==> config.mk <==
export PLATFORM = sky130hd
export DESIGN_NAME = req_xlate_top
export DESIGN_NICKNAME = d
export VERILOG_FILES = /design/src/rtl/req_xlate_pkg.sv /design/src/rtl/xl_cmd_enc.sv /design/src/rtl/xl_tgt_dec.sv /design/src/rtl/xl_ctrl.sv /design/src/rtl/req_xlate_top.sv
export SDC_FILE = /design/constraint.sdc
export NUM_CORES = 1
export LEC_CHECK = 0
export ABC_AREA = 1
export BUFFER_PORTS_ARGS = -buffer_cell sky130_fd_sc_hd__buf_2
export CORE_ASPECT_RATIO = 2
export CORE_MARGIN = 4
export CORE_UTILIZATION = 35
export CTS_BUF_LIST = sky130_fd_sc_hd__clkbuf_2 sky130_fd_sc_hd__clkbuf_4 sky130_fd_sc_hd__clkbuf_8
export DETAILED_ROUTE_END_ITERATION = 7
export SLEW_MARGIN = 20
export SYNTH_ARGS = -nofsm -noshare
export SYNTH_HDL_FRONTEND = slang
export SYNTH_HIERARCHICAL = 1
export SYNTH_SLANG_ARGS = --single-unit
export TNS_END_PERCENT = 20
==> constraint.sdc <==
create_clock -name clk -period 1.2 [get_ports clk]
set_input_delay 0.12 -clock clk [delete_from_list [all_inputs] [get_ports clk]]
set_output_delay 0.12 -clock clk [all_outputs]
set_load 0.05 [all_outputs]
==> src/rtl/req_xlate_pkg.sv <==
package req_xlate_pkg;
  typedef enum logic [1:0] {
    CMD_RD      = 2'd0,
    CMD_RD_LINE = 2'd1,
    CMD_RD_MULT = 2'd2,
    CMD_WR      = 2'd3
  } bus_cmd_t;

  typedef enum logic [1:0] {
    TGT_LOCAL = 2'd0,
    TGT_REGS  = 2'd1,
    TGT_XU_A  = 2'd2,
    TGT_XU_B  = 2'd3
  } tgt_t;

  typedef enum logic [2:0] {
    ST_IDLE,
    ST_REQ,
    ST_ISSUE,
    ST_WAIT,
    ST_HOLD,
    ST_RESP
  } xl_state_t;
endpackage

==> src/rtl/xl_cmd_enc.sv <==
module xl_cmd_enc
  import req_xlate_pkg::*;
#(
  parameter int SIZE_W = 6
) (
  input  logic              is_write,
  input  logic [SIZE_W-1:0] nbytes,
  output bus_cmd_t          cmd,
  output logic              bad_size
);
  always_comb begin
    bad_size = 1'b0;
    cmd      = CMD_RD;
    if (nbytes == SIZE_W'(8))       cmd = CMD_RD_LINE;
    else if (nbytes == SIZE_W'(32)) cmd = CMD_RD_MULT;
    else if (nbytes == SIZE_W'(1) || nbytes == SIZE_W'(2) || nbytes == SIZE_W'(4))
      cmd = CMD_RD;
    else
      bad_size = 1'b1;
    if (is_write) cmd = CMD_WR;
  end
endmodule

==> src/rtl/xl_tgt_dec.sv <==
module xl_tgt_dec
  import req_xlate_pkg::*;
(
  input  logic [1:0] top_bits,
  output tgt_t       tgt,
  output logic       is_xu
);
  always_comb begin
    tgt   = tgt_t'(top_bits);
    is_xu = (tgt == TGT_XU_A) || (tgt == TGT_XU_B);
  end
endmodule

==> src/rtl/xl_ctrl.sv <==
module xl_ctrl
  import req_xlate_pkg::*;
(
  input  logic      clk,
  input  logic      rst,
  input  logic      take,
  input  logic      reject,
  input  logic      gnt,
  input  logic      done,
  input  logic      retry,
  input  logic      bo_sel,
  output xl_state_t state
);
  xl_state_t nxt;

  always_comb begin
    nxt = state;
    unique case (state)
      ST_IDLE:  if (take) nxt = reject ? ST_RESP : ST_REQ;
      ST_REQ:   if (gnt) nxt = ST_ISSUE;
      ST_ISSUE: nxt = ST_WAIT;
      ST_WAIT:  if (done) nxt = ST_RESP;
                else if (retry) nxt = bo_sel ? ST_HOLD : ST_REQ;
      ST_HOLD:  if (!bo_sel) nxt = ST_REQ;
      ST_RESP:  nxt = ST_IDLE;
      default:  nxt = ST_IDLE;
    endcase
  end

  always_ff @(posedge clk) begin
    if (rst) state <= ST_IDLE;
    else     state <= nxt;
  end
endmodule

==> src/rtl/req_xlate_top.sv <==
module req_xlate_top
  import req_xlate_pkg::*;
#(
  parameter int ADDR_W = 16,
  parameter int SIZE_W = 6
) (
  input  logic              clk,
  input  logic              rst,
  input  logic              req_valid,
  input  logic              req_write,
  input  logic              req_lock,
  input  logic [SIZE_W-1:0] req_size,
  input  logic [ADDR_W-1:0] req_addr,
  output logic              proc_ready,
  output logic              resp_valid,
  output logic              resp_err,
  output logic              bus_req,
  input  logic              bus_gnt,
  output logic              bus_valid,
  output logic [1:0]        bus_cmd,
  output logic [ADDR_W-1:0] bus_addr,
  output logic [1:0]        bus_tgt,
  input  logic              bus_done,
  input  logic              bus_retry,
  input  logic              backoff_a,
  input  logic              backoff_b
);
  localparam int TOP_LO = ADDR_W - 2;

  bus_cmd_t  enc_cmd;
  logic      enc_bad;
  tgt_t      dec_tgt;
  logic      dec_xu;
  xl_state_t st;
  logic      take, reject, bo_sel;
  bus_cmd_t  cmd_q;
  tgt_t      tgt_q;
  logic [ADDR_W-1:0] addr_q;
  logic      err_q;

  xl_cmd_enc #(.SIZE_W(SIZE_W)) u_enc (
    .is_write(req_write), .nbytes(req_size), .cmd(enc_cmd), .bad_size(enc_bad)
  );

  xl_tgt_dec u_dec (
    .top_bits(req_addr[ADDR_W-1:TOP_LO]), .tgt(dec_tgt), .is_xu(dec_xu)
  );

  assign take   = req_valid && (st == ST_IDLE);
  assign reject = enc_bad || (req_lock && dec_xu);
  assign bo_sel = (tgt_q == TGT_XU_A) ? backoff_a :
                  (tgt_q == TGT_XU_B) ? backoff_b : 1'b0;

  xl_ctrl u_ctrl (
    .clk(clk), .rst(rst), .take(take), .reject(reject), .gnt(bus_gnt),
    .done(bus_done), .retry(bus_retry), .bo_sel(bo_sel), .state(st)
  );

  always_ff @(posedge clk) begin
    if (rst) begin
      cmd_q  <= CMD_RD;
      tgt_q  <= TGT_LOCAL;
      addr_q <= '0;
      err_q  <= 1'b0;
    end else if (take) begin
      cmd_q  <= enc_cmd;
      tgt_q  <= dec_tgt;
      addr_q <= req_addr;
      err_q  <= reject;
    end else if (st == ST_WAIT && bus_done) begin
      err_q  <= 1'b0;
    end
  end

  assign proc_ready = (st == ST_IDLE);
  assign bus_req    = (st == ST_REQ);
  assign bus_valid  = (st == ST_ISSUE);
  assign resp_valid = (st == ST_RESP);
  assign resp_err   = resp_valid && err_q;
  assign bus_cmd    = cmd_q;
  assign bus_addr   = addr_q;
  assign bus_tgt    = tgt_q;


  hold_req_chk: assert property (@(posedge clk) disable iff (rst)
    bus_req && !bus_gnt |=> bus_req);


  one_out_chk: assert property (@(posedge clk) disable iff (rst)
    !(proc_ready && (bus_req || bus_valid)));


  same_reissue_chk: assert property (@(posedge clk) disable iff (rst)
    !proc_ready && !$past(proc_ready) && !$past(rst) |->
      $stable(bus_cmd) && $stable(bus_addr) && $stable(bus_tgt));


  back_idle_chk: assert property (@(posedge clk) disable iff (rst)
    resp_valid |=> proc_ready);


  pulse_issue_chk: assert property (@(posedge clk) disable iff (rst)
    bus_valid |=> !bus_valid);
endmodule

== Word level (Yosys, flattened, before mapping) ==
Index checks and enable logic that the tools add are counted.

* Output and inout bits: 25
* Register bits after elaboration: 24

* Reduce and logical (&&, ||, !) cells: 11
* Eq/ne operators: 18
* Muxes and demuxes: 18

{| class="wikitable"
|+ Operator list
! operator !! count
|-
| $mux W3 || 7
|-
| $pmux W3 S5 || 1
|-
| $eq A2 B2 Y1 const B || 4
|-
| $mux W1 || 7
|-
| $eq A3 B2 Y1 const B || 2
|-
| $eq A3 B3 Y1 const B || 2
|-
| $eq A6 B1 Y1 const B || 1
|-
| $eq A6 B2 Y1 const B || 1
|-
| $eq A6 B3 Y1 const B || 1
|-
| $eq A6 B4 Y1 const B || 1
|-
| $eq A6 B6 Y1 const B || 1
|-
| $mux W2 || 3
|-
| $logic_and A1 B1 Y1 || 4
|-
| $logic_or A1 B1 Y1 || 4
|-
| $ne A2 B1 Y1 const B || 2
|-
| $reduce_and A4 Y1 || 1
|-
| $eq A3 B1 Y1 const B || 1
|-
| $logic_not A3 Y1 || 1
|-
| $ne A3 B3 Y1 const B || 1
|-
| $ne A2 B2 Y1 const B || 1
|-
| $reduce_bool A2 Y1 || 1
|}

== Depth between registers and ports, before layout ==
* Word-level depth: 10
* Mapped depth: 11
* Depth with buffers taken out: 11

== Hierarchy ==
Netlist, hierarchy kept.

{| class="wikitable"
|+ Modules (own cells, without submodules)
! module !! cells each !! sequential area each (um^2) !! times used !! area an instance (um^2)
|-
| req_xlate_top || 153 || 420.4 || 1 || 967.2
|-
| xl_ctrl || 41 || 60.1 || 1 || 237.7
|-
| xl_cmd_enc || 21 || 0.0 || 1 || 86.3
|-
| xl_tgt_dec || 3 || 0.0 || 1 || 18.8
|}

== Least setup slack after synthesis ==
OpenSTA, ideal clock, no wires.

* Kind: reg2out
* Start point: register u_ctrl.state[0]
* End point: output resp_err
* Arrival time: 2.045 ns
* Cell stages (with the launch flop): 3
* Setup slack: -0.965 ns
* Cells stage by stage: dfxtp_1 inv_2 nor4_1

* Longest elaborated chain between the ends: 2

{| class="wikitable"
|+ Ends and longest elaborated chain
! element !! line !! source
|-
| start, declared || xl_ctrl.sv:12 || <nowiki>output xl_state_t state</nowiki>
|-
| start signal, assigned || xl_ctrl.sv:32 || <nowiki>else state <= nxt;</nowiki>
|-
| $eq A3 B3 Y1 || req_xlate_top.sv:78 || <nowiki>assign resp_valid = (st == ST_RESP);</nowiki>
|-
| $logic_and A1 B1 Y1 || req_xlate_top.sv:79 || <nowiki>assign resp_err = resp_valid && err_q;</nowiki>
|-
| end, declared || req_xlate_top.sv:16 || <nowiki>output logic resp_err,</nowiki>
|}

No other way between the ends.

== Worst setup path in the final report ==
* Start point: register u_ctrl.state[1]
* End point: output resp_err

Same word-level chain as after synthesis.

==> run summary <==
For flop-to-flop paths, the worst setup slack is -0.06 ns. In this run the tool buffered the top-level ports with 56 buffer cells. The run gives 1170 um as the wire length on met1. The logs give 250 for the net count after synthesis and 336 for the final non-filler cell total. In the routed layout, each cell is associated on average with a via count of 4.28. During synthesis, Yosys emitted a total of 6 warnings.

The smallest clock period supported by the final layout is computed as 1.36 ns. The cell count of the worst hold path came out at 2. Setup repair after global routing could not meet its margin everywhere. The die covers 0.00485 sq mm. The routed wire length on met2 came out at 1920 um. Of the available clock period, the critical path in the final layout requires 113%. After clock tree synthesis, the clock-pin slew on the worst setup and hold paths is 0.08 ns. The run gives 4.83 mW as the total power consumption of the routed design. The worst clock skew on the final layout was 0.00124 ns. The number of nets at the end of the flow came out at 320. The deepest level of the CTS H-tree was 1; the number of violations reported at the end of detailed-routing iteration 0 was 14. The wire length after detailed routing is 3430 um, and the sequential cell area fraction in the yosys report is 36.7%.

From synthesis to final layout, the design area changed by 48.2%. Before antenna repair, the detailed router went through 2 iterations. The number of hold buffers added after cts came out at 0. Counting along the longest clock path gives a buffer depth of 2. The number of unique standard cell types used by synthesis was 20. The maximum number of pins on one net before global-route repair was 21; the summed instance area of the synthesized netlist was 0.00131 sq mm. The clock tree root buffer cell was sky130_fd_sc_hd__clkbuf_8. In this run the critical register-to-register path is captured at u_ctrl/state[2]$_SDFFE_PP0P_. The number of failing setup endpoints in the final timing report came out at 18. The synthesized netlist cell count was 218; the max-capacitance violation count was 0.

The worst register-to-register path begins at u_ctrl/state[1]$_SDFFE_PP0P_. For this configuration, the core starts out at a cell density of 36.3%. The overflow left after global routing was 0. The global placement routability congestion was 0.780; the combined global-route utilization of all metal layers was 15.0%.

The count of cells along the worst register-to-register path is 8, and the setup total negative slack is -0.629 ns. Dividing total power by cell area gives a power density of 2490 mW/mm^2. Vertical die dimension: 94.5 um. For the number of clock sinks, the log shows 24.

The max-slew violation count was 0. The run finished, with violations left. In the detailed route, the total length drawn on met3 is 157 um. A synthesized cell averages 6.01 sq um. By area the synthesized netlist is led by sky130_fd_sc_hd__dfxtp_1 37%, sky130_fd_sc_hd__nor2_1 18%, sky130_fd_sc_hd__nand2_1 17%.

After detailed placement, the design holds a cell count of 328. The tightest min-delay check is of the in -> reg type. The tools report the number of global-route vias before repair as 1362.

The hold path startpoint is rst. The detailed-route via count was 1438; the number of remaining DRC errors was 0. The clock reaches the later pin of the worst-skew pair after 0.26 ns.

Signal routing reaches up to met4. STA classifies the critical path startpoint as a register. The number of antenna diodes in the final layout is 0.

The worst min-delay path endpoint was u_ctrl/state[2]$_SDFFE_PP0P_. The critical path in this run is classified as reg -> out. Post-synthesis cell type with the largest combined area: sky130_fd_sc_hd__dfxtp_1. Once detail routing completed, the nets flagged for antenna violations numbered 0. The final reports fail on setup timing. The register bit count reported by yosys works out to 24.

Based on the critical path, the design can be clocked at up to 737 MHz. In the final routed layout, each cell accounts on average for 10.2 um. First-pass GRT wire length: 5550 um.

The number of hold violations in the final report was 0; the maximum net fanout on the critical path was 8. The most critical setup path has its startpoint at u_ctrl/state[1]$_SDFFE_PP0P_. Once placement finished, the instance area stood at 0.00175 sq mm.

The floorplan die width works out to 51.3 um. TritonCTS built the clock tree. For the number of primary I/O pins, the log shows 57. The final worst slack is -0.157 ns. The core region area is 0.00361 sq mm. The number of antenna violations at the first check in global routing came out at 0.

In the final layout, the share of cells above drive strength 1 is 40.8%. Headroom to the max-slew limit: 78.2%. The type of destination of the critical path is a primary output. In this run the static leakage power is 1.10 nW. VDD sags by at most 1.20 mV. The top cell type's share of synthesized area is 36.7%, and the required time of the critical path is 1.08 ns. For the pin with the worst max-slew slack, the measured transition is 0.324 ns.

The logs give 3 for the total clock buffers created by CTS and 2740 um for the HPWL after detailed placement. The logs give 53.8% for the core occupancy in the finished layout and 0.00194 sq mm for the final design area excluding fillers. The tools report the cell row count as 31.

For the worst setup path, the data arrival time is 1.24 ns.
==> synth_stat cells (all sizes together) <==
cell type  count
nor2          65
nand3b         1
dfxtp         24
nor4           1
nor3           2
inv           38
nand3          9
a21oi          2
clkbuf         3
nand2         59
buf            6
o21ai          7
nand4          1
==> report_power, final <==
part | switching, mW | internal (mW)
registers | 0.161 | 1.08
clock network | 0.249 | 0.293
logic | 2.05 | 1.00
total | 2.46 | 2.38
==> stage by stage <==
step           setup slack, ns  hold slack (ns)
2_1_floorplan           -0.176            0.189
6_report                -0.157           0.0509
3_5_place_dp            -0.131            0.351
4_1_cts                 -0.171           0.0465
5_1_grt                 -0.196           0.0412
3_3_place_gp            -0.131            0.343
==> layer usage <==
| metal | up-vias | track usage (%) |
|---|---|---|
| li1 | 773 | - |
| met5 | - | 0 |
| met4 | 0 | 11.4 |
| met2 | 40 | 28.3 |
| met3 | 12 | 1.74 |
| met1 | 613 | 13.9 |
==> registers in the layout, indices dropped and copies added (netlist names) <==
| register | count |
|---|---|
| bus_addr | 16 |
| u_ctrl/state | 3 |
| bus_cmd | 2 |
| bus_tgt | 2 |
| err_q | 1 |
==> cell type report <==
type | count | area, sq um
fill | 396 | 1670
multi-input combinational | 147 | 708
sequential | 24 | 492
timing repair buffer | 74 | 483
inverter | 38 | 143
tap | 49 | 61.3
clock buffer | 4 | 55.1
==> how the worst max path moves through the flow <==
stage | endpoint | depth (start not counted)
floorplan | bus_req | 2
global placement | u_ctrl/state[2]$_SDFFE_PP0P_ | 12
detailed placement | u_ctrl/state[2]$_SDFFE_PP0P_ | 12
finish | resp_err | 3
global route | resp_err | 3
CTS | resp_err | 3
==> repair_timing <==
item                                    CTS  global route
pin swaps                                 0             6
endpoints found under the setup margin    8            27
resized for setup                        21            22
hold endpoints to repair                  0             0
setup buffers                             1             3
==> cells by family after synthesis <==
logic type,after synthesis,share of synthesized area [%]
and+or+nand+nor,138,44.1
AOI/OAI and AO/OA,9,3.44
buffers and inverters,47,15.8
DFF,24,36.7
==> placed cells by master (no fill, tap or decap), drive strengths merged <==
cell type	n
a21oi	2
buf	74
clkbuf	4
dfxtp	24
inv	38
nand2	59
nand3	9
nand3b	1
nand4	1
nor2	65
nor3	2
nor4	1
o21ai	7
==> worst max-delay path: stages (launching register included) <==
cell,delay [ns]
sky130_fd_sc_hd__dfxtp_4,0.37
sky130_fd_sc_hd__buf_12,0.14
sky130_fd_sc_hd__nor4_4,0.27
sky130_fd_sc_hd__buf_6,0.19
Power figures use the tool's default switching activity.
